### src/rtl/rxq_pkg.sv
package rxq_pkg;
  typedef struct packed {
    logic par;
    logic frm;
    logic brk;
  } rxq_err_t;

  localparam int unsigned RXQ_WORD_W = 16;
endpackage

### src/rtl/rxq_store.sv
module rxq_store #(
  parameter int unsigned DEPTH  = 32,
  parameter int unsigned DATA_W = 8,
  localparam int unsigned AW = (DEPTH > 1) ? $clog2(DEPTH) : 1,
  localparam int unsigned CW = $clog2(DEPTH + 1)
) (
  input  logic              clk,
  input  logic              rst_n,
  input  logic              flush,
  input  logic              push,
  input  logic              pop,
  input  logic              mark_ovr,
  input  logic [DATA_W-1:0] in_char,
  input  rxq_pkg::rxq_err_t in_err,
  output logic [DATA_W-1:0] head_char,
  output rxq_pkg::rxq_err_t head_err,
  output logic              head_ovr,
  output logic [CW-1:0]     count,
  output logic              full,
  output logic              empty
);
  localparam logic [AW-1:0] LAST_IDX = AW'(DEPTH - 1);
  localparam logic [CW-1:0] FULL_CNT = CW'(DEPTH);

  logic [DATA_W-1:0]  char_mem [DEPTH];
  rxq_pkg::rxq_err_t  err_mem  [DEPTH];
  logic [DEPTH-1:0]   ovr_tag;
  logic [AW-1:0]      wr_ptr, rd_ptr, newest;
  logic [CW-1:0]      cnt_q;

  function automatic logic [AW-1:0] step(input logic [AW-1:0] p);
    return (p == LAST_IDX) ? '0 : p + AW'(1);
  endfunction

  assign newest = (wr_ptr == '0) ? LAST_IDX : wr_ptr - AW'(1);

  always_ff @(posedge clk) begin
    if (push) begin
      char_mem[wr_ptr] <= in_char;
      err_mem[wr_ptr]  <= in_err;
    end
  end

  always_ff @(posedge clk or negedge rst_n) begin
    if (!rst_n) begin
      wr_ptr  <= '0;
      rd_ptr  <= '0;
      cnt_q   <= '0;
      ovr_tag <= '0;
    end else if (flush) begin
      wr_ptr  <= '0;
      rd_ptr  <= '0;
      cnt_q   <= '0;
      ovr_tag <= '0;
    end else begin
      if (push) begin
        wr_ptr          <= step(wr_ptr);
        ovr_tag[wr_ptr] <= 1'b0;
      end
      if (mark_ovr) begin
        ovr_tag[newest] <= 1'b1;
      end
      if (pop) begin
        rd_ptr <= step(rd_ptr);
      end
      case ({push, pop})
        2'b10:   cnt_q <= cnt_q + CW'(1);
        2'b01:   cnt_q <= cnt_q - CW'(1);
        default: cnt_q <= cnt_q;
      endcase
    end
  end

  assign head_char = char_mem[rd_ptr];
  assign head_err  = err_mem[rd_ptr];
  assign head_ovr  = ovr_tag[rd_ptr];
  assign count     = cnt_q;
  assign full      = (cnt_q == FULL_CNT);
  assign empty     = (cnt_q == '0);
endmodule

### src/rtl/rxq_flags.sv
module rxq_flags #(
  parameter int unsigned LVL_W     = 6,
  parameter int unsigned CW        = 6,
  parameter int unsigned LVL_RESET = 1
) (
  input  logic             clk,
  input  logic             rst_n,
  input  logic             flush,
  input  logic             cfg_wr,
  input  logic [LVL_W-1:0] cfg_level,
  input  logic [CW-1:0]    count,
  input  logic             brk_set,
  input  logic             ovr_set,
  input  logic [1:0]       clr_w1c,
  output logic             rx_rdy,
  output logic             data_rdy,
  output logic             ovr_flag,
  output logic             brk_flag
);
  logic [LVL_W-1:0] trig_q;
  logic             ovr_q, brk_q;

  always_ff @(posedge clk or negedge rst_n) begin
    if (!rst_n) begin
      trig_q <= LVL_W'(LVL_RESET);
    end else if (cfg_wr) begin
      trig_q <= cfg_level;
    end
  end

  always_ff @(posedge clk or negedge rst_n) begin
    if (!rst_n) begin
      ovr_q <= 1'b0;
      brk_q <= 1'b0;
    end else if (flush) begin
      ovr_q <= 1'b0;
      brk_q <= 1'b0;
    end else begin
      if (ovr_set)         ovr_q <= 1'b1;
      else if (clr_w1c[0]) ovr_q <= 1'b0;
      if (brk_set)         brk_q <= 1'b1;
      else if (clr_w1c[1]) brk_q <= 1'b0;
    end
  end

  assign rx_rdy   = (32'(count) >= 32'(trig_q));
  assign data_rdy = (count != '0);
  assign ovr_flag = ovr_q;
  assign brk_flag = brk_q;
endmodule

### src/rtl/rxq_pack.sv
module rxq_pack #(
  parameter int unsigned DATA_W = 8
) (
  input  logic              valid,
  input  logic [DATA_W-1:0] char_in,
  input  rxq_pkg::rxq_err_t err_in,
  input  logic              ovr_in,
  output logic [rxq_pkg::RXQ_WORD_W-1:0] word
);
  logic [9:0] low;
  logic       summary;

  always_comb begin
    low = '0;
    low[DATA_W-1:0] = char_in;
  end

  assign summary = ovr_in | err_in.frm | err_in.brk | err_in.par;

  assign word = valid ? {1'b1, summary, ovr_in, err_in.frm, err_in.brk, err_in.par, low}
                      : '0;
endmodule

### src/rtl/rxq_tagged_fifo.sv
module rxq_tagged_fifo #(
  parameter int unsigned DEPTH  = 32,
  parameter int unsigned DATA_W = 8,
  parameter int unsigned LVL_W  = 6,
  localparam int unsigned CW = $clog2(DEPTH + 1)
) (
  input  logic              clk,
  input  logic              rst_n,
  input  logic              rx_enable,
  input  logic              in_valid,
  input  logic [DATA_W-1:0] in_char,
  input  logic              in_par_err,
  input  logic              in_frm_err,
  input  logic              in_brk,
  input  logic              rd_req,
  output logic [15:0]       rd_word,
  input  logic              cfg_wr,
  input  logic [LVL_W-1:0]  cfg_level,
  input  logic [1:0]        clr_w1c,
  output logic              rx_rdy,
  output logic              data_rdy,
  output logic              ovr_flag,
  output logic              brk_flag,
  output logic              fifo_empty,
  output logic              fifo_full
);
  logic              flush, push, pop, drop, brk_seen;
  logic [CW-1:0]     count;
  logic [DATA_W-1:0] head_char;
  rxq_pkg::rxq_err_t head_err, arr_err;
  logic              head_ovr;

  assign flush    = !rx_enable;
  assign push     = rx_enable & in_valid & !fifo_full;
  assign drop     = rx_enable & in_valid & fifo_full;
  assign pop      = rx_enable & rd_req & !fifo_empty;
  assign brk_seen = rx_enable & in_valid & in_brk;
  assign arr_err  = '{par: in_par_err, frm: in_frm_err, brk: in_brk};

  rxq_store #(.DEPTH(DEPTH), .DATA_W(DATA_W)) u_store (
    .clk       (clk),
    .rst_n     (rst_n),
    .flush     (flush),
    .push      (push),
    .pop       (pop),
    .mark_ovr  (drop),
    .in_char   (in_char),
    .in_err    (arr_err),
    .head_char (head_char),
    .head_err  (head_err),
    .head_ovr  (head_ovr),
    .count     (count),
    .full      (fifo_full),
    .empty     (fifo_empty)
  );

  rxq_flags #(.LVL_W(LVL_W), .CW(CW), .LVL_RESET(1)) u_flags (
    .clk       (clk),
    .rst_n     (rst_n),
    .flush     (flush),
    .cfg_wr    (cfg_wr),
    .cfg_level (cfg_level),
    .count     (count),
    .brk_set   (brk_seen),
    .ovr_set   (drop),
    .clr_w1c   (clr_w1c),
    .rx_rdy    (rx_rdy),
    .data_rdy  (data_rdy),
    .ovr_flag  (ovr_flag),
    .brk_flag  (brk_flag)
  );

  rxq_pack #(.DATA_W(DATA_W)) u_pack (
    .valid   (!fifo_empty),
    .char_in (head_char),
    .err_in  (head_err),
    .ovr_in  (head_ovr),
    .word    (rd_word)
  );
endmodule

### config.mk
export PLATFORM = sky130hd
export DESIGN_NAME = rxq_tagged_fifo
export DESIGN_NICKNAME = d
export VERILOG_FILES = /design/src/rtl/rxq_pkg.sv /design/src/rtl/rxq_store.sv /design/src/rtl/rxq_flags.sv /design/src/rtl/rxq_pack.sv /design/src/rtl/rxq_tagged_fifo.sv
export SDC_FILE = /design/constraint.sdc
export NUM_CORES = 1
export LEC_CHECK = 0
export CAP_MARGIN = 0
export CORE_MARGIN = 2
export CORE_UTILIZATION = 61
export DETAILED_ROUTE_END_ITERATION = 7
export PLACE_DENSITY = 0.79
export SLEW_MARGIN = 20
export SYNTH_ARGS = -nofsm -noshare
export SYNTH_HDL_FRONTEND = slang
export SYNTH_SLANG_ARGS = --single-unit
### constraint.sdc
create_clock -name clk -period 3.73 [get_ports clk]
set_input_delay 1.119 -clock clk [delete_from_list [all_inputs] [get_ports clk]]
set_output_delay 1.119 -clock clk [all_outputs]
set_load 0.01 [all_outputs]
==> results of run 1 <==
[what timing repair did]
action | CTS | global route
endpoints found under the hold margin | 0 | 0
endpoints found under the setup margin | 14 | 15
gates resized for setup | 86 | 28
pin swaps | 9 | 10
buffers inserted | 15 | 7
gates cloned | 6 | 1
[kinds of logic (layout without fill, tap and decap cells)]
kind of cell	after synthesis	after routing	synth area share (%)
buffers and inverters	68	227	1.934
adder cells (fa/ha/maj)	18	18	1.339
AND/OR/NAND/NOR	184	184	4.931
other	1	2	0.02229
flip-flops	408	408	71.17
multiplexers	126	126	15.84
AO/OA/AOI/OAI	132	132	4.500
XOR/XNOR	5	5	0.2604
[cell type report]
class	count	area [um^2]	area share [%]
Clock buffer	52	1077	5.391
Tap cell	341	426.7	2.135
Inverter	14	55.05	0.2755
Sequential cell	408	11980	59.96
Timing Repair Buffer	142	1418	7.095
Multi-Input combinational cell	467	4768	23.86
Clock inverter	19	255.2	1.277
[cells in the final DEF, fill, tap and decap left out, types with 6 or more instances in the layout]
cell,count
edfxtp_1,352
mux4_2,112
buf_4,72
nand2_1,64
nor2_1,63
o21ai_0,52
dfrtp_1,52
clkbuf_16,42
a21oi_1,39
clkdlybuf4s50_1,25
ha_1,18
buf_12,17
buf_2,16
nand3_1,13
inv_1,13
clkbuf_1,10
o22ai_2,8
nor3_1,7
a21o_1,7
and2_1,7
mux2i_1,7
o22ai_4,6
nand2b_1,6
[power by group]
| group | internal, mW | leakage, nW | total (mW) | switching, mW |
|---|---|---|---|---|
| registers | 5.04 | 3.92 | 5.14 | 0.103 |
| logic | 1.96 | 2.18 | 3.79 | 1.84 |
| clock network | 2.41 | 0.649 | 4.15 | 1.74 |
[layer usage]
layer	part of all wire [%]	routed length, um
met4	4.2	1796
met2	50	21630
met1	36	15730
met3	9.2	3984
met5	0	0
[stage by stage]
step / hold slack (ns) / setup TNS, ns
after detailed placement: 0.5164 / -0.1944
after CTS: 0.5331 / -3.191
after global placement: 0.4934 / -0.04196
final: 0.5299 / -3.519
after global routing: 0.5656 / -3.816
after floorplan: 0.5075 / 0
[worst max path at each step]
stage	slack (ns)	endpoint	cells after the start	start
after floorplan	0.70	u_store.char_mem[24][0]	6	rx_enable
after global placement	-0.03	rd_word[5]	6	u_store.rd_ptr[0]
after detailed placement	-0.07	rd_word[5]	6	u_store.rd_ptr[0]
after CTS	-0.33	rd_word[2]	9	u_store.rd_ptr[0]
after global routing	-0.44	rd_word[2]	9	u_store.rd_ptr[0]
final	-0.39	rd_word[2]	9	u_store.rd_ptr[0]
[critical path, cell delays in order (launching register included)]
cell and delay (ns):
dfrtp_4 0.52, buf_12 0.16, buf_12 0.13, buf_16 0.14
buf_12 0.14, mux4_2 0.43, mux4_2 0.50, mux2i_1 0.19
nor2_1 0.09, buf_2 0.15
[flip-flops by register name, indices dropped and copies added, names as in the netlist]
register and cells:
u_store.err_mem 96, u_store.char_mem 256, u_store.ovr_tag 32, u_store.wr_ptr 5
u_store.rd_ptr 5, u_flags.ovr_flag 1, u_flags.trig_q 6, u_store.count 6
u_flags.brk_flag 1
==> metrics.md, run 1 <==
| Metric | Value |
|---|---|
| Cell variety after synth | 50 |
| Hold/Removal Path Class | reg -> reg |
| Grt total ovfl | 0 |
| Cells after DPL | 1346 |
| Most numerous cell in the Yosys netlist | edfxtp_1 |
| Final nets | 1116 |
| Reg-to-reg slack, setup | 1.12 ns |
| P_leak | 6.753 nW |
| Yosys top cell by area | edfxtp_1 |
| Max_cap viols | 0 |
| Clock transition at the registers of the reported paths | 0.07 ns |
| Critical path required time | 2.61 ns |
| Hold-fix buffers, CTS | 0 |
| Register area share after synthesis | 71.17% |
| Vias in the first global route | 9874 |
| Drt wl/cell | 29.90 um |
| Fillers | 1484 |
| Post-synth EDFFs | 352 |
| Std-Cell Rows | 60 |
| R2r startpoint | u_store.count[0] |
| Setup ws final | -0.3885 ns |
| Final setup violation count | 13 |
| Synth cell count leaders | 352 x edfxtp_1, 112 x mux4_2, 65 x nand2_1 |
| Min-Delay Path Depth | 2 |
| CP arrival | 3.00 ns |
| Asr flop ratio synth | 13.73% |
| Horiz. Die Dim | 170.1 um |
| Busiest grt layer | met2 |
| Placement Cell Area | 18080 um^2 |
| Setup CP Type | reg -> out |
| CTS H-Tree Depth | 2 |
| I/O pin count | 47 |
| HPWL Detailed | 22730 um |
| Gpl congestion | 0.8233 |
| Vias/cell | 6.859 |
| Worst-Margin Slew | 0.6154 ns |
| Worst slew margin | 58.97% |
| Area of the core | 27030 um^2 |
| Unrepaired setup endpoints after global routing | true |
| First-pass GRT wire length | 64380 um |
| Max VDD drop | 0.5489 mV |
| Drt first pass iters | 5 |
| Syn Std Cell Area | 16820 um^2 |
| GRT met1 Usage | 43.00% |
| Area growth syn-to-layout | 18.78% |
| # port buffers | 44 |
| Fmax | 0.2428 GHz |
| Post-Route WL | 43140 um |
| CP Capture Type | primary output |
| Worst Path Max Fanout | 6 |
| Top FF cell, synth | edfxtp_1 |
| Yosys reg bits | 408 |
| Hold path endpoint | u_flags.ovr_flag |
| Status | complete, but fails checks |
| Total power draw | 13.09 mW |
| GR Util met2 | 50.53% |
| Initial Util | 62.25% |
| N_diodes | 0 |
| CTS Sinks | 408 |
| Final Hold Viols | 0 |
| PD cells | 655.1 nW/um^2 |
| Top-area cell type share of the netlist area | 62.83% |
| DR iter-0 viols | 1516 |
| Layout Utilization | 73.94% |
| Worst reg2reg path depth | 11 |
| Worst setup SP type | flop |
| Setup slack at placement | -0.06720 ns |
| Max Slew Vio Count | 0 |
| Area contributors post-synth | edfxtp_1 63%, mux4_2 15%, dfrtp_1 8.2%, o21ai_0 1.5%, nand2_1 1.5% |
| Ys Warns | 0 |
| Largest net degree at the start of global routing | 35 |
| Hold path startpoint | u_flags.ovr_flag |
| Period minus WS final | 4.118 ns |
| Initial antenna violation count | 0 |
| All-Layer GR Usage | 30.98% |
| Failing checks | setup timing |
| Number of remaining DRC errors | 0 |
| FF-to-FF End | u_store.count[5] |
| Avg Inst Size Synth | 17.86 um^2 |
| DIE HEIGHT | 170.1 um |
| Maximum clock path buffer count | 3 |
| Layout Skew | 0.01276 ns |
| Met3 global-route usage | 4.977% |
| Clock Latency Late Sink | 0.55 ns |
| CTS root buf | clkbuf_16 |
| Routed via count | 9897 |
| Cts bufs inserted | 40 |
| Synth Instances | 942 |
| Final Cell Area | 19980 um^2 |
| Die area | 28920 um^2 |
| Final ANT Viol Nets | 0 |
| TritonCTS clock tree | done |
| Share of cells above drive strength 1 | 29.40% |
| Non-filler cells, final | 1443 |
| Final Cycle Share | 110.4% |
No activity file was read; power rests on OpenSTA's default activity.
==> inputs of run 2 (changes only) <==
--- a/config.mk
+++ b/config.mk
@@ -10,6 +10,7 @@
 export CORE_UTILIZATION = 61
 export DETAILED_ROUTE_END_ITERATION = 7
 export PLACE_DENSITY = 0.79
+export SKIP_LAST_GASP = 1
 export SLEW_MARGIN = 20
 export SYNTH_ARGS = -nofsm -noshare
 export SYNTH_HDL_FRONTEND = slang
==> metrics.md, run 2 (synthesized netlist as in run 1, its figures left out) <==
| Metric | Value |
|---|---|
| Grt total ovfl | 0 |
| CTS root buf | clkbuf_16 |
| Vias/cell | 6.893 |
| Top layer in use | met4 |
| CTS H-Tree Depth | 2 |
| Final Cycle Share | 112.3% |
| Most used cell, CP | buf_12 |
| Final ANT Viol Nets | 0 |
| Maximum clock path buffer count | 3 |
| Fmax | 0.2388 GHz |
| TritonCTS clock tree | done |
| Horiz. Die Dim | 170.1 um |
| Most common cell after layout, fill and taps aside | edfxtp_1 |
| All-Layer GR Usage | 30.98% |
| Routed via count | 9953 |
| P_leak | 6.764 nW |
| Worst reg2reg path depth | 11 |
| Vias in the first global route | 9878 |
| PD cells | 654.5 nW/um^2 |
| Initial antenna violation count | 0 |
| Failing checks | DRC, setup timing |
| Worst-Margin Slew | 0.6177 ns |
| Die area | 28920 um^2 |
| Period minus WS final | 4.188 ns |
| Hold/Removal Path Class | reg -> reg |
| R2r startpoint | u_store.count[0] |
| Setup total negative slack | -3.895 ns |
| Number of remaining DRC errors | 5 |
| HPWL Detailed | 22730 um |
| Area growth syn-to-layout | 18.87% |
| Initial Util | 62.25% |
| Cts bufs inserted | 40 |
| Final Hold Viols | 0 |
| Largest net degree at the start of global routing | 35 |
| Area of the core | 27030 um^2 |
| FF-to-FF End | u_store.count[5] |
| Worst Path Max Fanout | 4 |
| Max Slew Vio Count | 0 |
| Gpl congestion | 0.8233 |
| Max VDD drop | 0.5503 mV |
| Routed met3 length | 4007 um |
| Setup CP Type | reg -> out |
| Status | complete, but fails checks |
| Hold path endpoint | u_flags.ovr_flag |
| Crit path cell chain | buf_12, buf_12, bufbuf_16, mux4_2, o22ai_1, nor4_4, nor4_2, nor2_1, buf_2 |
| Drt first pass iters | 8 |
| DIE HEIGHT | 170.1 um |
| Post-Route WL | 42950 um |
| Unrepaired setup endpoints after global routing | true |
| Critical path required time | 2.61 ns |
| Layout Utilization | 73.99% |
| Worst setup SP type | flop |
| Std-Cell Rows | 60 |
| Layout Skew | 0.01285 ns |
| Min-Delay Path Depth | 2 |
| DR iter-0 viols | 1470 |
| Total power draw | 13.09 mW |
| Most frequent cells in the layout | 352 x edfxtp_1, 112 x mux4_2, 74 x buf_4 |
| Reg-to-reg slack, setup | 1.12 ns |
| Setup ws final | -0.4576 ns |
| Share of cells above drive strength 1 | 29.37% |
| Max_cap viols | 0 |
| CTS Sinks | 408 |
| Metal2 WL | 21210 um |
| Largest regs | u_store.char_mem: 256 flops, u_store.err_mem: 96 flops, u_store.ovr_tag: 32 flops |
| Clock transition at the registers of the reported paths | 0.07 ns |
| Final setup violation count | 13 |
| Slowest stage cell, crit path | dfrtp_4 |
| Met1 wire length | 15620 um |
| Number of flip-flops in the largest register | 256 |
| Slowest stage delay, CP | 0.52 ns |
| Final nets | 1117 |
| Fillers | 1497 |
| Hold path startpoint | u_flags.ovr_flag |
| I/O pin count | 47 |
| N_diodes | 0 |
| Clock Latency Late Sink | 0.55 ns |
| Largest Register | u_store.char_mem |
| First-pass GRT wire length | 64400 um |
| # port buffers | 44 |
| CP Capture Type | primary output |
| Worst slew margin | 58.82% |
| Drt wl/cell | 29.75 um |
| CP arrival | 3.07 ns |
[run 2: cell types whose count changed in the layout (fill, tap and decap cells not counted), sizes merged]
cell	previous run	this run
buf	114	113
bufbuf	0	2
[run 2: layout make-up]
type	count	area, um^2	share of cell area [%]
Sequential cell	408	11980	59.92
Clock inverter	19	255.2	1.276
Tap cell	341	426.7	2.134
Inverter	14	55.05	0.2753
Timing Repair Buffer	143	1431	7.158
Clock buffer	52	1077	5.387
Multi-Input combinational cell	467	4770	23.85
[run 2: routing by layer]
metal | global-route usage, % | up-vias
met2 | 50.53 | 764
li1 | - | 4000
met4 | 11.85 | 0
met1 | 43.02 | 5021
met3 | 4.977 | 168
met5 | 0 | -
[run 2: report_power, final]
group / switching [mW] / internal (mW)
Combinational: 1.82 / 1.98
Sequential: 0.103 / 5.04
Clock: 1.73 / 2.41
Total: 3.65 / 9.43
[run 2: stage by stage]
stage | std cells | area (um^2) | hold WS, ns | setup WS (ns)
floorplan | 943 | 16830 | 0.5075 | 0.7001
global placement | 1346 | 18080 | 0.4934 | -0.02784
detailed placement | 1346 | 18080 | 0.5164 | -0.06720
CTS | 1438 | 19870 | 0.5331 | -0.3314
global route | 1444 | 20000 | 0.5684 | -0.4476
finish | 1444 | 20000 | 0.5308 | -0.4576
[run 2: worst max-delay path: cells and delay by family (launching register included)]
family	cells	cell delay [ns]
multiplexers	1	0.44
AND/OR/NAND/NOR	3	0.45
flip-flops	1	0.52
buffers and inverters	4	0.72
AO/OA/AOI/OAI	1	0.38
[run 2: how the worst max path moves through the flow]
stage | slack, ns | cells after the start | start | endpoint
2_1_floorplan | 0.70 | 6 | rx_enable | u_store.char_mem[24][0]
3_3_place_gp | -0.03 | 6 | u_store.rd_ptr[0] | rd_word[5]
3_5_place_dp | -0.07 | 6 | u_store.rd_ptr[0] | rd_word[5]
4_1_cts | -0.33 | 9 | u_store.rd_ptr[0] | rd_word[2]
5_1_grt | -0.45 | 9 | u_store.rd_ptr[0] | rd_word[14]
6_report | -0.46 | 9 | u_store.rd_ptr[0] | rd_word[14]
[run 2: what timing repair did]
action | CTS | global route
hold buffers | 0 | 0
cloned | 6 | 1
setup endpoints to repair | 14 | 15
resized for setup | 85 | 26
pin swaps | 9 | 10
setup buffers | 15 | 8
endpoints found under the hold margin | 0 | 0
==> inputs of run 3 (changes only) <==
--- a/config.mk
+++ b/config.mk
@@ -5,7 +5,6 @@
 export SDC_FILE = /design/constraint.sdc
 export NUM_CORES = 1
 export LEC_CHECK = 0
-export CAP_MARGIN = 0
 export CORE_MARGIN = 2
 export CORE_UTILIZATION = 61
 export DETAILED_ROUTE_END_ITERATION = 7
==> results of run 3 <==
No change in the layout: final DEF, timing and power equal those of run 2.
